[src/rtl/islip_pkg.sv]
package islip_pkg;
  typedef enum logic [0:0] {
    PH_IDLE = 1'b0,
    PH_RUN  = 1'b1
  } phase_e;
endpackage

[src/rtl/islip_rr_arb.sv]
module islip_rr_arb #(
  parameter int N  = 4,
  parameter int IW = (N > 1) ? $clog2(N) : 1
) (
  input  logic [N-1:0]  req,
  input  logic [IW-1:0] ptr,
  output logic [N-1:0]  gnt,
  output logic [IW-1:0] idx,
  output logic          vld
);
  // scan N positions beginning at the pointer, first hit wins
  always_comb begin
    int p;
    gnt = '0;
    idx = '0;
    vld = 1'b0;
    for (int k = 0; k < N; k++) begin
      p = int'(ptr) + k;
      if (p >= N) p = p - N;
      if (!vld && req[p]) begin
        vld    = 1'b1;
        gnt[p] = 1'b1;
        idx    = IW'(p);
      end
    end
  end

  // at most one winner, only among requesters, and one whenever any request exists
  always_comb begin
    p_gnt_onehot_r5: assert ($onehot0(gnt));
    p_gnt_subset_r5: assert ((gnt & ~req) == '0);
    p_gnt_live_r5:   assert (vld == (|req));
  end
endmodule

[src/rtl/islip_ptr_bank.sv]
module islip_ptr_bank #(
  parameter int N  = 4,
  parameter int IW = (N > 1) ? $clog2(N) : 1
) (
  input  logic            clk,
  input  logic            rst_n,
  input  logic [N-1:0]    upd,
  input  logic [N*IW-1:0] hit_idx,
  output logic [N*IW-1:0] ptr
);
  logic [IW-1:0] ptr_q [N];
  logic [IW-1:0] ptr_d [N];

  // next pointer is one past the index that was paired, with wrap
  always_comb begin
    for (int k = 0; k < N; k++) begin
      ptr_d[k] = ptr_q[k];
      if (upd[k]) begin
        if (hit_idx[k*IW +: IW] == IW'(N-1)) ptr_d[k] = '0;
        else                                ptr_d[k] = hit_idx[k*IW +: IW] + 1'b1;
      end
    end
  end

  always_ff @(posedge clk or negedge rst_n) begin
    if (!rst_n) begin
      for (int k = 0; k < N; k++) ptr_q[k] <= '0;
    end else begin
      for (int k = 0; k < N; k++) begin
        if (upd[k]) ptr_q[k] <= ptr_d[k];
      end
    end
  end

  for (genvar g = 0; g < N; g++) begin : g_flat
    assign ptr[g*IW +: IW] = ptr_q[g];
  end
endmodule

[src/rtl/islip_sched.sv]
module islip_sched #(
  parameter int N    = 4,
  parameter int ITER = 4
) (
  input  logic                                   clk,
  input  logic                                   rst_n,
  input  logic                                   start,
  input  logic [N*N-1:0]                         req_in,
  output logic                                   done,
  output logic [N-1:0]                           match_valid,
  output logic [N*((N > 1) ? $clog2(N) : 1)-1:0] match_port
);
  import islip_pkg::*;

  localparam int IW = (N > 1) ? $clog2(N) : 1;
  localparam int CW = (ITER > 1) ? $clog2(ITER) : 1;

  phase_e        ph_q, ph_d;
  logic [CW-1:0] it_q, it_d;
  logic          done_q, done_d;
  logic          load;
  logic [N-1:0]  req_q [N];
  logic [N-1:0]  in_m_q, in_m_d, out_m_q, out_m_d;
  logic [IW-1:0] port_q [N];
  logic [IW-1:0] port_d [N];

  logic [N*IW-1:0] gptr, aptr;
  logic [N-1:0]    g_req [N];
  logic [N-1:0]    g_gnt [N];
  logic [IW-1:0]   g_idx [N];
  logic [N-1:0]    g_vld;
  logic [N-1:0]    a_req [N];
  logic [N-1:0]    a_gnt [N];
  logic [IW-1:0]   a_idx [N];
  logic [N-1:0]    a_vld;
  logic            first;
  logic [N-1:0]    g_upd, a_upd;
  logic [N*IW-1:0] g_hit, a_hit;

  // request masking: only free inputs and free outputs take part
  always_comb begin
    for (int j = 0; j < N; j++) begin
      for (int i = 0; i < N; i++) begin
        g_req[j][i] = req_q[i][j] & ~in_m_q[i] & ~out_m_q[j] & (ph_q == PH_RUN);
        a_req[i][j] = g_gnt[j][i];
      end
    end
  end

  for (genvar j = 0; j < N; j++) begin : g_out_arb
    islip_rr_arb #(.N(N), .IW(IW)) u_grant (
      .req (g_req[j]),
      .ptr (gptr[j*IW +: IW]),
      .gnt (g_gnt[j]),
      .idx (g_idx[j]),
      .vld (g_vld[j])
    );
  end

  for (genvar i = 0; i < N; i++) begin : g_in_arb
    islip_rr_arb #(.N(N), .IW(IW)) u_accept (
      .req (a_req[i]),
      .ptr (aptr[i*IW +: IW]),
      .gnt (a_gnt[i]),
      .idx (a_idx[i]),
      .vld (a_vld[i])
    );
  end

  // pointer updates from first-round pairs only
  assign first = (ph_q == PH_RUN) && (it_q == '0);

  always_comb begin
    for (int j = 0; j < N; j++) begin
      g_upd[j]          = first && g_vld[j] && a_vld[g_idx[j]] && (a_idx[g_idx[j]] == IW'(j));
      g_hit[j*IW +: IW] = g_idx[j];
    end
    for (int i = 0; i < N; i++) begin
      a_upd[i]          = first && a_vld[i];
      a_hit[i*IW +: IW] = a_idx[i];
    end
  end

  islip_ptr_bank #(.N(N), .IW(IW)) u_gptr (
    .clk     (clk),
    .rst_n   (rst_n),
    .upd     (g_upd),
    .hit_idx (g_hit),
    .ptr     (gptr)
  );

  islip_ptr_bank #(.N(N), .IW(IW)) u_aptr (
    .clk     (clk),
    .rst_n   (rst_n),
    .upd     (a_upd),
    .hit_idx (a_hit),
    .ptr     (aptr)
  );

  // round sequencing and match accumulation
  always_comb begin
    ph_d    = ph_q;
    it_d    = it_q;
    done_d  = 1'b0;
    load    = 1'b0;
    in_m_d  = in_m_q;
    out_m_d = out_m_q;
    for (int i = 0; i < N; i++) port_d[i] = port_q[i];
    case (ph_q)
      PH_IDLE: begin
        if (start) begin
          load    = 1'b1;
          ph_d    = PH_RUN;
          it_d    = '0;
          in_m_d  = '0;
          out_m_d = '0;
          for (int i = 0; i < N; i++) port_d[i] = '0;
        end
      end
      default: begin
        for (int i = 0; i < N; i++) begin
          if (a_vld[i]) begin
            in_m_d[i]           = 1'b1;
            out_m_d[a_idx[i]]   = 1'b1;
            port_d[i]           = a_idx[i];
          end
        end
        if (it_q == CW'(ITER-1)) begin
          ph_d   = PH_IDLE;
          done_d = 1'b1;
        end else begin
          it_d = it_q + 1'b1;
        end
      end
    endcase
  end

  always_ff @(posedge clk or negedge rst_n) begin
    if (!rst_n) begin
      ph_q    <= PH_IDLE;
      it_q    <= '0;
      done_q  <= 1'b0;
      in_m_q  <= '0;
      out_m_q <= '0;
      for (int i = 0; i < N; i++) begin
        port_q[i] <= '0;
        req_q[i]  <= '0;
      end
    end else begin
      ph_q    <= ph_d;
      it_q    <= it_d;
      done_q  <= done_d;
      in_m_q  <= in_m_d;
      out_m_q <= out_m_d;
      for (int i = 0; i < N; i++) begin
        port_q[i] <= port_d[i];
        if (load) req_q[i] <= req_in[i*N +: N];
      end
    end
  end

  assign done        = done_q;
  assign match_valid = in_m_q;
  for (genvar i = 0; i < N; i++) begin : g_port_out
    assign match_port[i*IW +: IW] = port_q[i];
  end

  // ---------------- assertions ----------------
  logic [N-1:0] col_use [N];
  always_comb begin
    for (int j = 0; j < N; j++)
      for (int i = 0; i < N; i++)
        col_use[j][i] = in_m_q[i] && (port_q[i] == IW'(j));
  end

  p_done_pulse_r2: assert property (@(posedge clk) disable iff (!rst_n)
    done_q |=> !done_q);

  p_run_hold_r8: assert property (@(posedge clk) disable iff (!rst_n)
    (ph_q == PH_RUN && it_q != CW'(ITER-1)) |=> (ph_q == PH_RUN));

  p_ptr_frozen_r6: assert property (@(posedge clk) disable iff (!rst_n)
    (ph_q == PH_RUN && it_q != '0) |=> ($stable(gptr) && $stable(aptr)));

  p_keep_pairs_r7: assert property (@(posedge clk) disable iff (!rst_n)
    (ph_q == PH_RUN) |=> ((in_m_q & $past(in_m_q)) == $past(in_m_q)));

  for (genvar j = 0; j < N; j++) begin : g_chk_col
    p_out_once_r4: assert property (@(posedge clk) disable iff (!rst_n)
      done_q |-> $onehot0(col_use[j]));
  end

  for (genvar i = 0; i < N; i++) begin : g_chk_req
    p_req_backed_r3: assert property (@(posedge clk) disable iff (!rst_n)
      (done_q && in_m_q[i]) |-> req_q[i][port_q[i]]);
  end
endmodule

[config.mk]
export PLATFORM = sky130hd
export DESIGN_NAME = islip_sched
export DESIGN_NICKNAME = d
export VERILOG_FILES = /design/src/rtl/islip_pkg.sv /design/src/rtl/islip_rr_arb.sv /design/src/rtl/islip_ptr_bank.sv /design/src/rtl/islip_sched.sv
export SDC_FILE = /design/constraint.sdc
export NUM_CORES = 1
export LEC_CHECK = 0
export BUFFER_PORTS_ARGS = -buffer_cell sky130_fd_sc_hd__buf_4
export CORE_MARGIN = 2
export CORE_UTILIZATION = 35
export CTS_CLUSTER_SIZE = 25
export DETAILED_ROUTE_END_ITERATION = 16
export PLACE_DENSITY = 0.61
export SLEW_MARGIN = 0
export SYNTH_ARGS = -nofsm -noshare
export SYNTH_HDL_FRONTEND = slang
export SYNTH_SLANG_ARGS = --single-unit
[constraint.sdc]
create_clock -name clk -period 4.7 [get_ports clk]
set_input_delay 0.705 -clock clk [delete_from_list [all_inputs] [get_ports clk]]
set_output_delay 0.705 -clock clk [all_outputs]
set_load 0.05 [all_outputs]
==> results of run 1 <==
power by group through the flow:
| stage | clock network [µW] | logic (µW) | registers (µW) |
|---|---|---|---|
| 6_report | 448 | 3000 | 925 |
| 5_1_grt | 475 | 3270 | 956 |
| 4_1_cts | 456 | 2960 | 918 |
| 3_5_place_dp | 0 | 2940 | 926 |
| 3_3_place_gp | 0 | 2920 | 910 |
| 2_1_floorplan | 0 | 1950 | 986 |
flip-flops by register name (all words and copies together) (netlist names):
signal	flops
ph_q	1
u_gptr.ptr	8
match_valid	4
out_m_q	4
it_q	2
req_q	16
u_aptr.ptr	8
match_port	8
done	1
cell families after synthesis:
family / count (synthesis)
compound gates: 161
simple gates: 272
flops: 52
fa+ha+maj: 46
mux: 33
buf+inv: 44
routing by layer:
layer | vias to the layer above | GRT usage, %
met2 | 228 | 32.1
met4 | 0 | 8.60
met1 | 2517 | 26.3
met3 | 41 | 2.45
li1 | 2383 | -
met5 | - | 0
cell usage after synthesis, drive strengths merged, types with 4 or more instances:
| library cell | count |
|---|---|
| nand2 | 110 |
| nor2 | 53 |
| dfrtp | 52 |
| ha | 46 |
| a21oi | 39 |
| inv | 24 |
| mux4 | 23 |
| nand3 | 21 |
| o21ai | 21 |
| and2 | 18 |
| nand4bb | 16 |
| a31oi | 12 |
| buf | 11 |
| nor4bb | 9 |
| and4bb | 8 |
| clkbuf | 8 |
| o211ai | 8 |
| nor4 | 7 |
| o32ai | 7 |
| a32oi | 6 |
| mux2 | 6 |
| or2 | 6 |
| a21o | 5 |
| a22oi | 5 |
| a31o | 5 |
| nor3 | 5 |
| o31ai | 5 |
| a211oi | 4 |
| a221oi | 4 |
| a32o | 4 |
| mux2i | 4 |
| nand4 | 4 |
| o21a | 4 |
path summary, 6_finish.rpt:
| path | from | endpoint | slack, ns | cells after the start |
|---|---|---|---|---|
| max in group asynchronous | rst_n | req_q[8] | 3.81 | 1 |
| worst min register to register | match_port[6] | match_port[6] | 0.49 | 2 |
| worst max-delay path | u_gptr.ptr[7] | u_gptr.ptr[3] | 0.56 | 12 |
| min in group clk | match_port[6] | match_port[6] | 0.49 | 2 |
| worst max register to register | u_gptr.ptr[7] | u_gptr.ptr[3] | 0.56 | 12 |
| worst min-delay path | rst_n | req_q[5] | 0.43 | 1 |
per-stage QoR:
stage	util, %	setup slack, ns	cell area [µm²]	hold WS, ns	power (µW)
after floorplan	-	0.865	5420	0.409	2940
after global placement	39.0	0.700	5910	0.470	3830
after global routing	40.2	0.245	6080	0.484	4700
after CTS	40.2	0.583	6080	0.462	4330
after detailed placement	39.0	0.606	5910	0.465	3860
final	40.2	0.557	6080	0.431	4370
layout make-up:
class | instances | share of cell area (%)
multi-input cells | 512 | 64.6
flip-flops and latches | 52 | 21.4
inverters | 25 | 1.54
repair buffers | 46 | 5.68
clock buffers | 5 | 2.06
well taps | 188 | 3.87
clock inverters | 3 | 0.823
==> run_results.csv, run 1 <==
group,metric,value,unit
setup_path,cp_num_buf_inv,2,
flow_run,drv_cap,0,
floorplanning,num_io_pins,32,
detailed_routing,dr.max_layer_used,"met4",
synthesis,synthesis.area,5420,µm²
detailed_routing,dr_wl_met2,7.52,mm
grt,grt_use_total,19.7,%
detailed_routing,drc,0,
detailed_routing,drt_iter0_markers,481,
floorplanning,initial_core_util,35.8,%
timing,max_slew_margin,43.2,%
timing,setup-tns-final,0,ns
synthesis,ys_seq_area_share,24.0,%
timing,report.final.hold_viol_count,0,
detailed_routing,drt_pass1_iterations,5,
clock_tree,cts_tree,"built",
finish,seqCellArea,1300,µm²
synthesis,syn_area_per_cell,8.92,µm²
floorplanning,core_region_area,15100,µm²
detailed_routing,vias,5169,
synthesis,synth_fa_ha_area_share,10.6,%
synthesis,synth_top_area_share,24.0,%
clock_tree,cts_setup_buffers,0,
detailed_routing,viasPerCell,6.22,
finish,layout.nets,707,
pwr,peakVddDrop,0.460,mV
synthesis,synthXorXnorAreaFrac,0,%
timing,worst_pin_slew,0.844,ns
clock_tree,cts_buffer_depth,2,
pwr,pwr-share-seq,21.2,%
timing,max_freq,0.241,GHz
pwr,p_leak,0.00254,µW
timing,fin_crit,4.14,ns
grt,antenna_found_initial,0,
setup_path,slowest_delay,0.60,ns
timing,finalCritPeriodShare,88.2,%
detailed_routing,wl_met3,959,µm
setup_path,cp_cell_sequence,"inv_1 -> ha_1 -> inv_1 -> mux4_2 -> nor4_4 -> and2_2 -> nor2_1 -> a2111oi_4 -> a21oi_1 -> nor3_1 -> o211ai_1 -> a22o_1",
detailed_routing,wl_met1,6.88,mm
setup_path,cp_slowest_cell,"mux4_2",
finish,fill_cells,1461,
clock_tree,clock_latency,0.30,ns
finish,synthToLayoutAreaGrowth,12.2,%
pwr,cellPowerDensity,718,nW/µm²
synthesis,synth.distinct_cells,84,
synthesis,synth_top_area_cell,"dfrtp_1",
synthesis,synth-compound-area-share,22.1,%
synthesis,synth-async-reset-ratio,100,%
setup_path,cp_data_arrival_time,4.34,ns
clock_tree,clkTransAtPathRegs,0.08,ns
synthesis,synth_cells,608,
setup_path,critPathMaxFanout,9,
placement,post-place-cells,823,
synthesis,synth_edf_count,0,
finish,antenna_cells,0,
floorplanning,die_h,128,µm
synthesis,syn-num-nets,673,
synthesis,yosys-top-cells-area,"dfrtp_1 (24%), ha_1 (11%), mux4_2 (9.6%)",
grt,grt_max_degree,53,
setup_path,crit_family,"simple AND/OR/NAND/NOR gates",
clock_tree,cts_sinks,52,
detailed_routing,ant_nets,0,
floorplanning,die_w,128,µm
timing,final-setup-viol-count,0,
grt,grt_pass1_wl,25.7,mm
floorplanning,rows,45,
detailed_routing,wl_per_cell,19.2,µm
clock_tree,cts_buffers,5,
placement,numPortBuffers,31,
grt,grt_overflow_total,0,
finish,final_common_cell,"nand2_1",
synthesis,synth-simple-area-share,28.3,%
pwr,power.internal,2040,µW
status,status,"finished clean",
finish,final_layout_size_suffix_gt1_share,17.9,%
clock_tree,holdBufCountCts,0,
clock_tree,htree_levels,2,
timing,finClkSkew,0.00741,ns
grt,grt_pass1_vias,4866,
setup_path,path_class,"reg -> reg",
clock_tree,cts_resized,0,
finish,multi_input_area,3930,µm²
synthesis,yosysWarnings,0,
placement,dpl.hpwl,12.4,mm
pwr,pwr-share-comb,68.6,%
synthesis,synth_mux_area_share,11.5,%
timing,drv_slew,0,
setup_path,cp.required,4.90,ns
synthesis,synth_top_family_by_area,"simple AND/OR/NAND/NOR gates",
pwr,switchingPower,2330,µW
detailed_routing,wl,16.0,mm
setup_path,crit_top_cell,"inv_1",
min_path,min_path_type,"in -> async",
placement,place.gp.congestion,1.02,
floorplanning,die-area,16500,µm²
setup_path,end_kind,"register",
timing,grt_setup_unrepaired,"no",
pwr,p_clk_share,10.2,%
clock_tree,clockRootBuffer,"clkbuf_16",
finish,final_cell_mix,"nand2_1 (109), nor2_1 (52), dfrtp_1 (52)",
setup_path,start_kind,"register",
synthesis,synth_seq_cells,52,
pwr,swShare,53.4,%
finish,layout.cells.non_filler,831,
synthesis,synth_ff_type,"dfrtp_1",
Note: power is estimated with default switching activity, not from simulation.
==> run 2, diff against run 1 <==
Settings changed: CORE_MARGIN 2 to unset.
==> run_results.csv, run 2 (synthesized netlist as in run 1, its figures left out) <==
group,metric,value,unit
status,status,"finished clean",
clock_tree,cts_buffers,5,
pwr,cellPowerDensity,711,nW/µm²
clock_tree,cts_buffer_depth,2,
placement,pre_cts_ws,0.401,ns
timing,drv_slew,0,
clock_tree,cts_resized,0,
floorplanning,die_w,126,µm
floorplanning,initial_core_util,35.8,%
timing,finClkSkew,0.00824,ns
placement,post-place-cells,820,
setup_path,r2r-start,"u_gptr.ptr[6]",
finish,antenna_cells,0,
clock_tree,clkTransAtPathRegs,0.08,ns
grt,grt_pass1_wl,25.7,mm
timing,setup-tns-final,0,ns
timing,setup_ws,0.332,ns
detailed_routing,drc,0,
placement,dpl_cell_area,5880,µm²
timing,max_slew_margin,40.5,%
pwr,p_leak,0.00251,µW
clock_tree,holdBufCountCts,0,
setup_path,cp.required,4.91,ns
timing,finalCritPeriodShare,92.9,%
setup_path,path_class,"reg -> reg",
detailed_routing,drt_iter0_markers,470,
detailed_routing,wl,16.0,mm
min_path,min_path_type,"in -> async",
finish,layout.cells.non_filler,828,
placement,place.gp.congestion,0.975,
finish,final_area,6040,µm²
clock_tree,cts_sinks,52,
clock_tree,clockRootBuffer,"clkbuf_16",
finish,final_cell_mix,"nand2_1 (109), nor2_1 (52), dfrtp_1 (52)",
setup_path,crit_start,"u_gptr.ptr[6]",
clock_tree,cts_tree,"built",
detailed_routing,drt_pass1_iterations,5,
grt,grt_pass1_vias,4897,
floorplanning,die_h,126,µm
clock_tree,clock_latency,0.30,ns
placement,numPortBuffers,31,
setup_path,start_kind,"register",
placement,dpl.hpwl,12.4,mm
timing,final-setup-viol-count,0,
timing,worst_pin_slew,0.892,ns
setup_path,end_kind,"register",
timing,grt_setup_unrepaired,"no",
finish,final_common_cell,"nand2_1",
finish,synthToLayoutAreaGrowth,11.4,%
floorplanning,core_region_area,15100,µm²
detailed_routing,ant_nets,0,
clock_tree,cts_setup_buffers,0,
floorplanning,die-area,16000,µm²
timing,fin_crit,4.37,ns
grt,grt_max_degree,53,
detailed_routing,viasPerCell,6.17,
finish,largest_reg_flops,16,
setup_path,cp_data_arrival_time,4.58,ns
finish,layout.nets,704,
flow_run,drv_cap,0,
setup_path,critPathMaxFanout,12,
clock_tree,htree_levels,2,
finish,top_register,"req_q",
floorplanning,rows,45,
timing,max_freq,0.229,GHz
detailed_routing,wl_per_cell,19.3,µm
finish,final_layout_size_suffix_gt1_share,17.5,%
pwr,peakVddDrop,0.502,mV
floorplanning,num_io_pins,32,
grt,antenna_found_initial,0,
timing,report.final.hold_viol_count,0,
detailed_routing,vias,5106,
grt,grt_use_total,20.2,%
grt,grt_overflow_total,0,
pwr,power,4290,µW
==> run 2: layer usage <==
| layer | GRT usage [%] | vias up | share of wire (%) |
|---|---|---|---|
| li1 | - | 2387 | - |
| met2 | 32.4 | 173 | 47 |
| met3 | 2.53 | 37 | 4.5 |
| met1 | 27.6 | 2509 | 46 |
| met5 | 0 | - | 0 |
| met4 | 8.36 | 0 | 3.1 |
==> run 2: path summary, 6_finish.rpt <==
check / to / cells past startpoint / slack [ns]
worst min-delay path: req_q[1] / 1 / 0.43
worst min register to register: match_port[5] / 2 / 0.50
worst max register to register: u_gptr.ptr[4] / 13 / 0.33
min in group clk: match_port[5] / 2 / 0.50
max in group asynchronous: u_aptr.ptr[6] / 1 / 3.81
worst max-delay path: u_gptr.ptr[4] / 13 / 0.33
==> run 2: worst max-delay path, stage by stage, from the launching register on <==
cell and delay, ns:
dfrtp_1 0.58, clkinv_1 0.41, ha_1 0.48, inv_1 0.17
mux4_2 0.60, nor4_4 0.35, and2_1 0.20, or2_1 0.14
a311oi_1 0.06, nor2_2 0.19, inv_2 0.12, or4_1 0.54
a31oi_1 0.23, mux2i_1 0.21
==> run 2: power by group <==
part	internal, µW	leakage [µW]	switching [µW]	total, µW
Clock	217	0.0000779	181	397
Sequential	646	0.000638	290	936
Combinational	1110	0.00180	1860	2960
==> run 2: cell type report <==
cell class                      instances  area [µm²]
Clock buffer                            6         139
Clock inverter                          2        17.5
Fill cell                            1495        9100
Inverter                               25        93.8
Multi-Input combinational cell        512        3930
Sequential cell                        52        1300
Tap cell                              188         235
Timing Repair Buffer                   43         323
==> run 2: metrics by stage <==
stage / utilization (%) / hold slack [ns]
6_report: 39.9 / 0.427
5_1_grt: 39.9 / 0.500
4_1_cts: 39.9 / 0.460
3_5_place_dp: 38.9 / 0.472
3_3_place_gp: 38.9 / 0.471
2_1_floorplan: - / 0.409
